<file path="src/rtl/cfg_regport_pkg.sv">
package cfg_regport_pkg;
  localparam int DW        = 8;
  localparam int AW        = 16;
  localparam int NUM_REGS  = 18;
  localparam int CACHE_REG = 2;
  localparam int SHAD_LO   = 4;
  localparam int SHAD_HI   = 6;
  localparam logic [DW-1:0] CACHE_BITS = 8'h0C;
  localparam logic [DW-1:0] IDLE_READ  = 8'hFF;

  // Per-register keep-mask applied to data-port writes.
  function automatic logic [DW-1:0] keep_mask(input int unsigned n);
    case (n)
      0:       keep_mask = 8'h7F;
      12:      keep_mask = 8'hCF;
      default: keep_mask = 8'hFF;
    endcase
  endfunction
endpackage

</file>
<file path="src/rtl/cfg_regport_decode.sv">
module cfg_regport_decode
  import cfg_regport_pkg::*;
#(
  parameter logic [AW-1:0] IDX_PORT  = 16'h0022,
  parameter logic [AW-1:0] DATA_PORT = 16'h0024
) (
  input  logic          clk,
  input  logic          rst,
  input  logic [AW-1:0] addr,
  input  logic [DW-1:0] wdata,
  input  logic          wr,
  input  logic          rd,
  output logic [DW-1:0] idx_q,
  output logic          data_wr,
  output logic          data_rd
);
  logic hit_idx, hit_data;

  always_comb begin
    hit_idx  = (addr == IDX_PORT);
    hit_data = (addr == DATA_PORT);
    data_wr  = wr && hit_data;
    data_rd  = rd && hit_data;
  end

  always_ff @(posedge clk) begin
    if (rst)                idx_q <= '0;
    else if (wr && hit_idx) idx_q <= wdata;
  end

  // index port write lands in the latch
  a_r1_index_load: assert property (@(posedge clk) disable iff (rst)
    (wr && addr == IDX_PORT) |=> (idx_q == $past(wdata)));
  // any other write leaves the index alone
  a_r12_index_hold: assert property (@(posedge clk) disable iff (rst)
    (!(wr && addr == IDX_PORT)) |=> $stable(idx_q));
endmodule

</file>
<file path="src/rtl/cfg_regport_regfile.sv">
module cfg_regport_regfile
  import cfg_regport_pkg::*;
(
  input  logic                   clk,
  input  logic                   rst,
  input  logic [DW-1:0]          sel,
  input  logic                   data_wr,
  input  logic                   data_rd,
  input  logic                   any_rd,
  input  logic [DW-1:0]          wdata,
  output logic [DW-1:0]          rdata,
  output logic [NUM_REGS*DW-1:0] regs_flat
);
  localparam int SW = $clog2(NUM_REGS);

  logic [DW-1:0] regs_q [NUM_REGS];
  logic          in_range;
  logic [SW-1:0] sel_s;
  logic [DW-1:0] rd_val;

  always_comb begin
    in_range = (sel < DW'(NUM_REGS));
    sel_s    = sel[SW-1:0];
    rd_val   = in_range ? regs_q[sel_s] : IDLE_READ;
  end

  for (genvar g = 0; g < NUM_REGS; g++) begin : g_reg
    localparam logic [DW-1:0] KEEP = keep_mask(g);
    always_ff @(posedge clk) begin
      if (rst)                                regs_q[g] <= '0;
      else if (data_wr && sel == DW'(g))      regs_q[g] <= wdata & KEEP;
    end
    assign regs_flat[g*DW +: DW] = regs_q[g];
  end

  always_ff @(posedge clk) begin
    if (rst)         rdata <= IDLE_READ;
    else if (any_rd) rdata <= data_rd ? rd_val : IDLE_READ;
  end

  // register 0 never holds bit 7
  a_r3_reg0_msb: assert property (@(posedge clk) disable iff (rst)
    regs_flat[7] == 1'b0);
  // register 12 never holds bits 5:4
  a_r4_reg12_gap: assert property (@(posedge clk) disable iff (rst)
    regs_flat[12*DW+5 -: 2] == 2'b00);
  // out-of-range data write changes nothing
  a_r7_oob_ignored: assert property (@(posedge clk) disable iff (rst)
    (data_wr && !in_range) |=> $stable(regs_flat));
  // non-data read yields the idle pattern
  a_r6_idle_read: assert property (@(posedge clk) disable iff (rst)
    (any_rd && !data_rd) |=> (rdata == IDLE_READ));
  // no read strobe, rdata holds
  a_r6_rdata_hold: assert property (@(posedge clk) disable iff (rst)
    (!any_rd) |=> $stable(rdata));
endmodule

</file>
<file path="src/rtl/cfg_regport_side.sv">
module cfg_regport_side
  import cfg_regport_pkg::*;
(
  input  logic          clk,
  input  logic          rst,
  input  logic [DW-1:0] sel,
  input  logic          data_wr,
  input  logic [DW-1:0] wdata,
  output logic          cache_en,
  output logic          shadow_update
);
  logic hit_cache, hit_shadow;

  always_comb begin
    hit_cache  = data_wr && (sel == DW'(CACHE_REG));
    hit_shadow = data_wr && (sel >= DW'(SHAD_LO)) && (sel <= DW'(SHAD_HI));
  end

  always_ff @(posedge clk) begin
    if (rst) begin
      cache_en      <= 1'b0;
      shadow_update <= 1'b0;
    end else begin
      if (hit_cache) cache_en <= |(wdata & keep_mask(CACHE_REG) & CACHE_BITS);
      shadow_update <= hit_shadow;
    end
  end
endmodule

</file>
<file path="src/rtl/cfg_regport.sv">
module cfg_regport
  import cfg_regport_pkg::*;
#(
  parameter logic [AW-1:0] IDX_PORT  = 16'h0022,
  parameter logic [AW-1:0] DATA_PORT = 16'h0024
) (
  input  logic          clk,
  input  logic          rst,
  input  logic [AW-1:0] addr,
  input  logic [DW-1:0] wdata,
  input  logic          wr,
  input  logic          rd,
  output logic [DW-1:0] rdata,
  output logic          cache_en,
  output logic          shadow_update
);
  logic [DW-1:0]          idx_q;
  logic                   data_wr, data_rd;
  logic [NUM_REGS*DW-1:0] regs_flat;

  cfg_regport_decode #(.IDX_PORT(IDX_PORT), .DATA_PORT(DATA_PORT)) u_dec (
    .clk(clk), .rst(rst), .addr(addr), .wdata(wdata), .wr(wr), .rd(rd),
    .idx_q(idx_q), .data_wr(data_wr), .data_rd(data_rd)
  );

  cfg_regport_regfile u_rf (
    .clk(clk), .rst(rst), .sel(idx_q), .data_wr(data_wr), .data_rd(data_rd),
    .any_rd(rd), .wdata(wdata), .rdata(rdata), .regs_flat(regs_flat)
  );

  cfg_regport_side u_side (
    .clk(clk), .rst(rst), .sel(idx_q), .data_wr(data_wr), .wdata(wdata),
    .cache_en(cache_en), .shadow_update(shadow_update)
  );

  // cache enable tracks register 2 contents
  a_r8_cache_tracks: assert property (@(posedge clk) disable iff (rst)
    cache_en == |(regs_flat[CACHE_REG*DW +: DW] & CACHE_BITS));
  // a pulse only follows a shadow register write
  a_r9_shadow_cause: assert property (@(posedge clk) disable iff (rst)
    shadow_update |-> ($past(wr) && $past(addr) == DATA_PORT &&
                       $past(idx_q) >= DW'(SHAD_LO) && $past(idx_q) <= DW'(SHAD_HI)));
  // every shadow register write gives a pulse
  a_r9_shadow_fires: assert property (@(posedge clk) disable iff (rst)
    (data_wr && idx_q >= DW'(SHAD_LO) && idx_q <= DW'(SHAD_HI)) |=> shadow_update);
endmodule

</file>
<file path="config.mk">
export PLATFORM = sky130hd
export DESIGN_NAME = cfg_regport
export DESIGN_NICKNAME = d
export VERILOG_FILES = /design/src/rtl/cfg_regport_pkg.sv /design/src/rtl/cfg_regport_decode.sv /design/src/rtl/cfg_regport_regfile.sv /design/src/rtl/cfg_regport_side.sv /design/src/rtl/cfg_regport.sv
export SDC_FILE = /design/constraint.sdc
export NUM_CORES = 1
export LEC_CHECK = 0
export BUFFER_PORTS_ARGS = -buffer_cell sky130_fd_sc_hd__buf_2
export CORE_MARGIN = 2
export CORE_UTILIZATION = 35
export DETAILED_ROUTE_END_ITERATION = 16
export PLACE_DENSITY = 0.5
export SETUP_SLACK_MARGIN = 0.15
export SLEW_MARGIN = 20
export SYNTH_ARGS = -nofsm -noshare
export SYNTH_HDL_FRONTEND = slang
export SYNTH_SLANG_ARGS = --single-unit
</file>
<file path="constraint.sdc">
create_clock -name clk -period 2.9 [get_ports clk]
set_clock_uncertainty 0.05 [all_clocks]
set_input_delay 0.58 -clock clk [delete_from_list [all_inputs] [get_ports clk]]
set_output_delay 0.58 -clock clk [all_outputs]
set_load 0.01 [all_outputs]
</file>
==> impl_metrics.ini, run 1 <==
[outcome]
status = completed

[clock_tree]
htreeDepth = 4
post_cts_resized = 0
post_cts_buffers = 0
hold_buffers = 0
clock-sinks = 164
cts-root-buf = clkbuf_16
clk_latency_ps = 420
path_clk_slew_ps = 70
cts_tree = built
numCtsBuffers = 17
clock_path_buffers = 2

[worst_setup_path]
crit_path_top_delay_cell = dfxtp_2
critPathCaptureType = flop
cp_max_fo = 12
cpPeakStageDelay_ps = 670
cp_data_arrival_time_ps = 2590
path_cells = mux4_2 > mux2i_1 > nor2_1 > o32a_1
required_ps = 3160
cpLargestDelayFamily = multiplexers
worstSetupPathType = flop to flop
worst-path-buf-inv = 0
critPathLaunchType = flop

[timing]
finalSetupViolCount = 0
rsz0062_at_grt = false
relSlewSlack_pct = 46.7
maxSlewViolCount = 0
finalWorstSetupSlack_ps = 562
fmax_mhz = 428
fin_crit_sh_pct = 80.6
tns_ps = 0
hold_viol = 0
fin_crit_ps = 2340
hold_ws_ps = 407
worst_pin_slew_ps = 799

[synthesis]
synth_edf_count = 141
synth_top_area_cell = edfxtp_1
ys.flop_type = edfxtp_1
synth-seq-cells = 164
synth_top_area_share_pct = 57.7
synthXorXnorAreaFrac_pct = 0
synth_top_family_by_area = simple AND/OR/NAND/NOR gates
yosys_warnings = 0
syn_inst = 568
synth-simple-area-share_pct = 16.0
ys_seq_area_share_pct = 64.0
synth_adder_area_share_pct = 0
synthArstFlopShare_pct = 0
synth_area_leaders = edfxtp_1 58%, nor2_1 6.7%, dfxtp_1 6.3%, mux4_2 5.2%, mux2i_1 5.0%
netlist_area_mm2 = 0.00733
synth-compound-area-share_pct = 5.13
synth_nets = 596
synth.mux.area_fraction_pct = 12.1
synth.avg_cell_area_um2 = 12.9
synth_cell_type_count = 49

[finish]
final_common_cell = edfxtp_1
fill_cells = 1921
seqCellArea_mm2 = 0.00470
stdcell_count = 923
area_growth_syn_to_layout_pct = 18.9
antennaDiodeCount = 0
fin_nets = 668
final_cell_mix = 141 x edfxtp_1, 130 x nor2_1, 48 x buf_4
drive_gt1_share_pct = 27.6
multi_input_area_mm2 = 0.00244

[floorplanning]
core_area_mm2 = 0.0204
rows = 52
fp.dieW_um = 149
ios = 38
die_area_mm2 = 0.0221
die_y_um = 149
initial_core_util_pct = 35.9

[run]
drv_cap = 0

[place]
dpl.hpwl_mm = 13.8
dp.cells = 891
routabilityCongestion = 0.828
portBuffers = 37
place_ws_ps = 220

[power]
p_leak_nw = 2.94
p_switching_w = 0.00109
seq_power_share_pct = 50.7
cellPowerDensity_mw_per_mm2 = 595
ir_drop_mv = 0.375
clkPwrFrac_pct = 45.8
p_int_w = 0.00410
swShare_pct = 20.9
comb_power_share_pct = 3.4

[hold_path]
hold_path.class = primary input to flop

[drt]
vias = 4766
drt_iter0_drc = 385
ant_nets = 0
routed_via_density = 5.16
avgRoutedWirePerCell_um = 21.1
firstDrtPassIters = 4
drc = 0
wl_mm = 19.5

[global_routing]
grt.total_usage_pct = 18.7
grt_overflow = 0
grt_pass1_wl_mm = 30.1
grt_pass1_vias = 5041
antenna_found_initial = 0
grt_max_degree = 20
==> cell families (layout without fill, tap and decap cells) <==
logic type,count (synthesis),after routing
simple gates,242,242
buf+inv,38,123
flops,164,164
mux,66,66
compound gates,58,58
==> metrics by stage <==
stage	instance area [um^2]	power, W	util [%]
floorplan	7330	0.00276	-
global placement	8090	0.00285	39.6
detailed placement	8090	0.00286	39.6
CTS	8720	0.00521	42.7
global route	8720	0.00533	42.7
finish	8720	0.00519	42.7
==> tightest hold or removal path, stage by stage <==
cell	delay [ps]
buf_2	110
mux2i_1	70
nor2_1	80
==> path summary, 6_finish.rpt <==
kind / from / endpoint / slack [ps] / depth (start not counted)
worst max-delay path: flop / u_rf.rdata[2] / 560 / 4
worst min-delay path: wdata[7] / u_dec.idx_q[7] / 410 / 3
worst max register to register: flop / u_rf.rdata[2] / 560 / 4
worst min register to register: u_rf.rdata[1] / u_rf.rdata[1] / 440 / 1
==> cell usage after synthesis (4+ instances only) <==
cell / number
edfxtp_1: 141
nor2_1: 130
mux2i_1: 37
nand2_1: 25
dfxtp_1: 23
nor2_2: 21
o21ai_0: 21
clkbuf_1: 19
mux4_2: 17
and3_1: 16
mux2_2: 12
nand3_1: 10
nor2b_1: 10
a21oi_1: 9
buf_2: 8
a22oi_1: 7
a211oi_1: 4
==> area by class of cell <==
cell class                 count  share of cell area (%)
clock buffer                  19                    5.20
clock inverter                13                    1.98
inverter                       3                   0.129
multi-input combinational    366                    28.0
sequential                   164                    53.9
tap                          270                    3.88
timing repair buffer          88                    6.95
==> power groups by stage <==
stage | registers (W) | clock network, W | logic [W]
3_3_place_gp | 0.00268 | 0 | 0.000174
6_report | 0.00263 | 0.00238 | 0.000178
5_1_grt | 0.00263 | 0.00251 | 0.000192
4_1_cts | 0.00263 | 0.00240 | 0.000179
2_1_floorplan | 0.00268 | 0 | 0.0000799
3_5_place_dp | 0.00268 | 0 | 0.000178
==> flip-flops by register name, indices dropped and copies added (netlist names), named ones only <==
| register | flops |
|---|---|
| u_rf.regs_q | 141 |
| u_dec.idx_q | 8 |
| u_rf.rdata | 8 |
| u_side.cache_en | 1 |
| u_side.shadow_update | 1 |
==> routing by layer <==
metal | track usage [%] | routed length [um]
met1 | 24.5 | 8590
met2 | 31.0 | 9670
met3 | 4.28 | 937
met4 | 5.76 | 310
met5 | 0 | 0
No activity file was read; power rests on OpenSTA's default activity.
==> run 2, diff against run 1 <==
clock period = 2.4 ns   (was 2.9 ns; I/O delays follow)
==> run 2 against run 1 <==
  * Cell area is 3.2% higher
  * Global-route usage is 0.22 points higher
  * Hold slack worse by 98 ps
  * Sequential power is 21% higher
  * Largest cell class unchanged
  * Core utilization is 1.4 points higher
  * Setup slack worse by 250 ps
  * Count of clock-buffer cells in the layout is 1 lower
  * Highest routed layer unchanged
  * Maximum frequency is 12% higher
  * Clock power is 14% higher
  * Register-to-register slack worse by 250 ps
==> impl_metrics.ini, run 2 (same netlist as run 1, synthesis figures left out) <==
[floorplanning]
rows = 52
ios = 38
initial_core_util_pct = 35.9
die_y_um = 149
die_area_mm2 = 0.0221
core_area_mm2 = 0.0204
fp.dieW_um = 149

[clock_tree]
clk_latency_ps = 430
cts-root-buf = clkbuf_16
numCtsBuffers = 17
post_cts_buffers = 0
clock-sinks = 164
cts_tree = built
hold_buffers = 0
clock_path_buffers = 2
post_cts_resized = 0
path_clk_slew_ps = 70
htreeDepth = 4

[place]
dp.cells = 910
routabilityCongestion = 0.801
portBuffers = 37
dpl.hpwl_mm = 14.0
place_ws_ps = 9.99

[drt]
firstDrtPassIters = 5
ant_nets = 0
drt_iter0_drc = 416
routed_via_density = 5.15
vias = 4853
wl_mm = 19.6
drc = 0
avgRoutedWirePerCell_um = 20.8

[global_routing]
grt_pass1_wl_mm = 30.0
grt_max_degree = 38
grt_overflow = 0
grt.total_usage_pct = 18.9
antenna_found_initial = 0
grt_pass1_vias = 4960

[timing]
rsz0062_at_grt = false
fin_crit_ps = 2090
finalSetupViolCount = 0
fin_crit_sh_pct = 87.1
relSlewSlack_pct = 66.8
worst_pin_slew_ps = 496
hold_ws_ps = 310
finalWorstSetupSlack_ps = 310
maxSlewViolCount = 0
hold_viol = 0
fmax_mhz = 478
tns_ps = 0

[hold_path]
hold_path.class = primary input to flop

[worst_setup_path]
cpLargestDelayFamily = flip-flops
cpPeakStageDelay_ps = 620
cp_data_arrival_time_ps = 2360
path_cells = buf_4 > mux4_2 > mux2i_1 > nor2_1 > o32a_1
rr_worst_depth = 5
reg2reg_setup_slack_ps = 310
crit_path_top_delay_cell = dfxtp_1
required_ps = 2670
critPathCaptureType = flop
endpoint = u_rf.rdata[2]
critPathLaunchType = flop
cp.depth = 5
worst-path-buf-inv = 1
cp_max_fo = 8
worstSetupPathType = flop to flop
rr_endpoint = u_rf.rdata[2]

[finish]
largest-register = u_rf.regs_q
antennaDiodeCount = 0
fin_nets = 687
finish.utilization_pct = 44.0
drive_gt1_share_pct = 30.7
top_regs = u_rf.regs_q: 141 flops, u_dec.idx_q: 8 flops, u_rf.rdata: 8 flops
largest_reg_flops = 141
stdcell_count = 942
final_common_cell = edfxtp_1
final_cell_mix = 141 x edfxtp_1, 129 x nor2_1, 56 x buf_4
area_growth_syn_to_layout_pct = 22.7

[power]
clkPwrFrac_pct = 44.4
p_leak_nw = 3.08
cellPowerDensity_mw_per_mm2 = 681
seq_power_share_pct = 51.9
p_int_w = 0.00482
comb_power_share_pct = 3.7
swShare_pct = 21.3
p_switching_w = 0.00130
ir_drop_mv = 0.624

[outcome]
status = completed

[run]
drv_cap = 0
==> run 2: cell types whose count changed in the layout (fill, tap and decap cells not counted), sizes merged <==
cell / before / now
clkinvlp: 3 / 4
clkbuf: 19 / 18
buf: 88 / 107
bufinv: 3 / 2
clkinv: 3 / 4
==> run 2: cell type report <==
cell class / instances / area [um^2]
clock buffer: 18 / 439
clock inverter: 14 / 153
fill: 1923 / 11400
inverter: 3 / 11.3
multi-input combinational: 366 / 2470
sequential: 164 / 4700
tap: 270 / 338
timing repair buffer: 107 / 886
==> run 2: stage by stage <==
step                total power, W  instance area [um^2]
floorplan                  0.00333                  7360
global placement           0.00347                  8400
detailed placement         0.00347                  8400
CTS                        0.00618                  8990
global route               0.00632                  9000
finish                     0.00613                  9000
==> run 2: power by group through the flow <==
stage	sequential, W	combinational (W)	clock, W
6_report	0.00318	0.000226	0.00272
5_1_grt	0.00318	0.000244	0.00289
4_1_cts	0.00318	0.000229	0.00277
3_5_place_dp	0.00324	0.000229	0
3_3_place_gp	0.00324	0.000227	0
2_1_floorplan	0.00323	0.000100	0
==> run 2: metal layers <==
| layer | GRT usage [%] | wire length [um] | vias to the layer above |
|---|---|---|---|
| met1 | 25.6 | 8710 | 2436 |
| met5 | 0 | 0 | - |
| met2 | 30.8 | 9490 | 116 |
| li1 | - | - | 2277 |
| met3 | 3.82 | 1060 | 24 |
| met4 | 5.71 | 308 | 0 |
==> run 2: how the worst min path moves through the flow <==
stage                                 to  cells after the start  slack [ps]            from
after CTS                 u_dec.idx_q[7]                      3         300        wdata[7]
after floorplan           u_dec.idx_q[7]                      2         410  u_dec.idx_q[7]
after global placement     u_rf.rdata[2]                      1         410   u_rf.rdata[2]
after global routing      u_dec.idx_q[7]                      3         340        wdata[7]
final                     u_dec.idx_q[7]                      3         310        wdata[7]
after detailed placement   u_rf.rdata[1]                      1         420   u_rf.rdata[1]
==> run 2: tightest hold or removal path, stage by stage <==
cell,delay [ps]
buf_2,120
mux2i_1,80
nor2_1,70
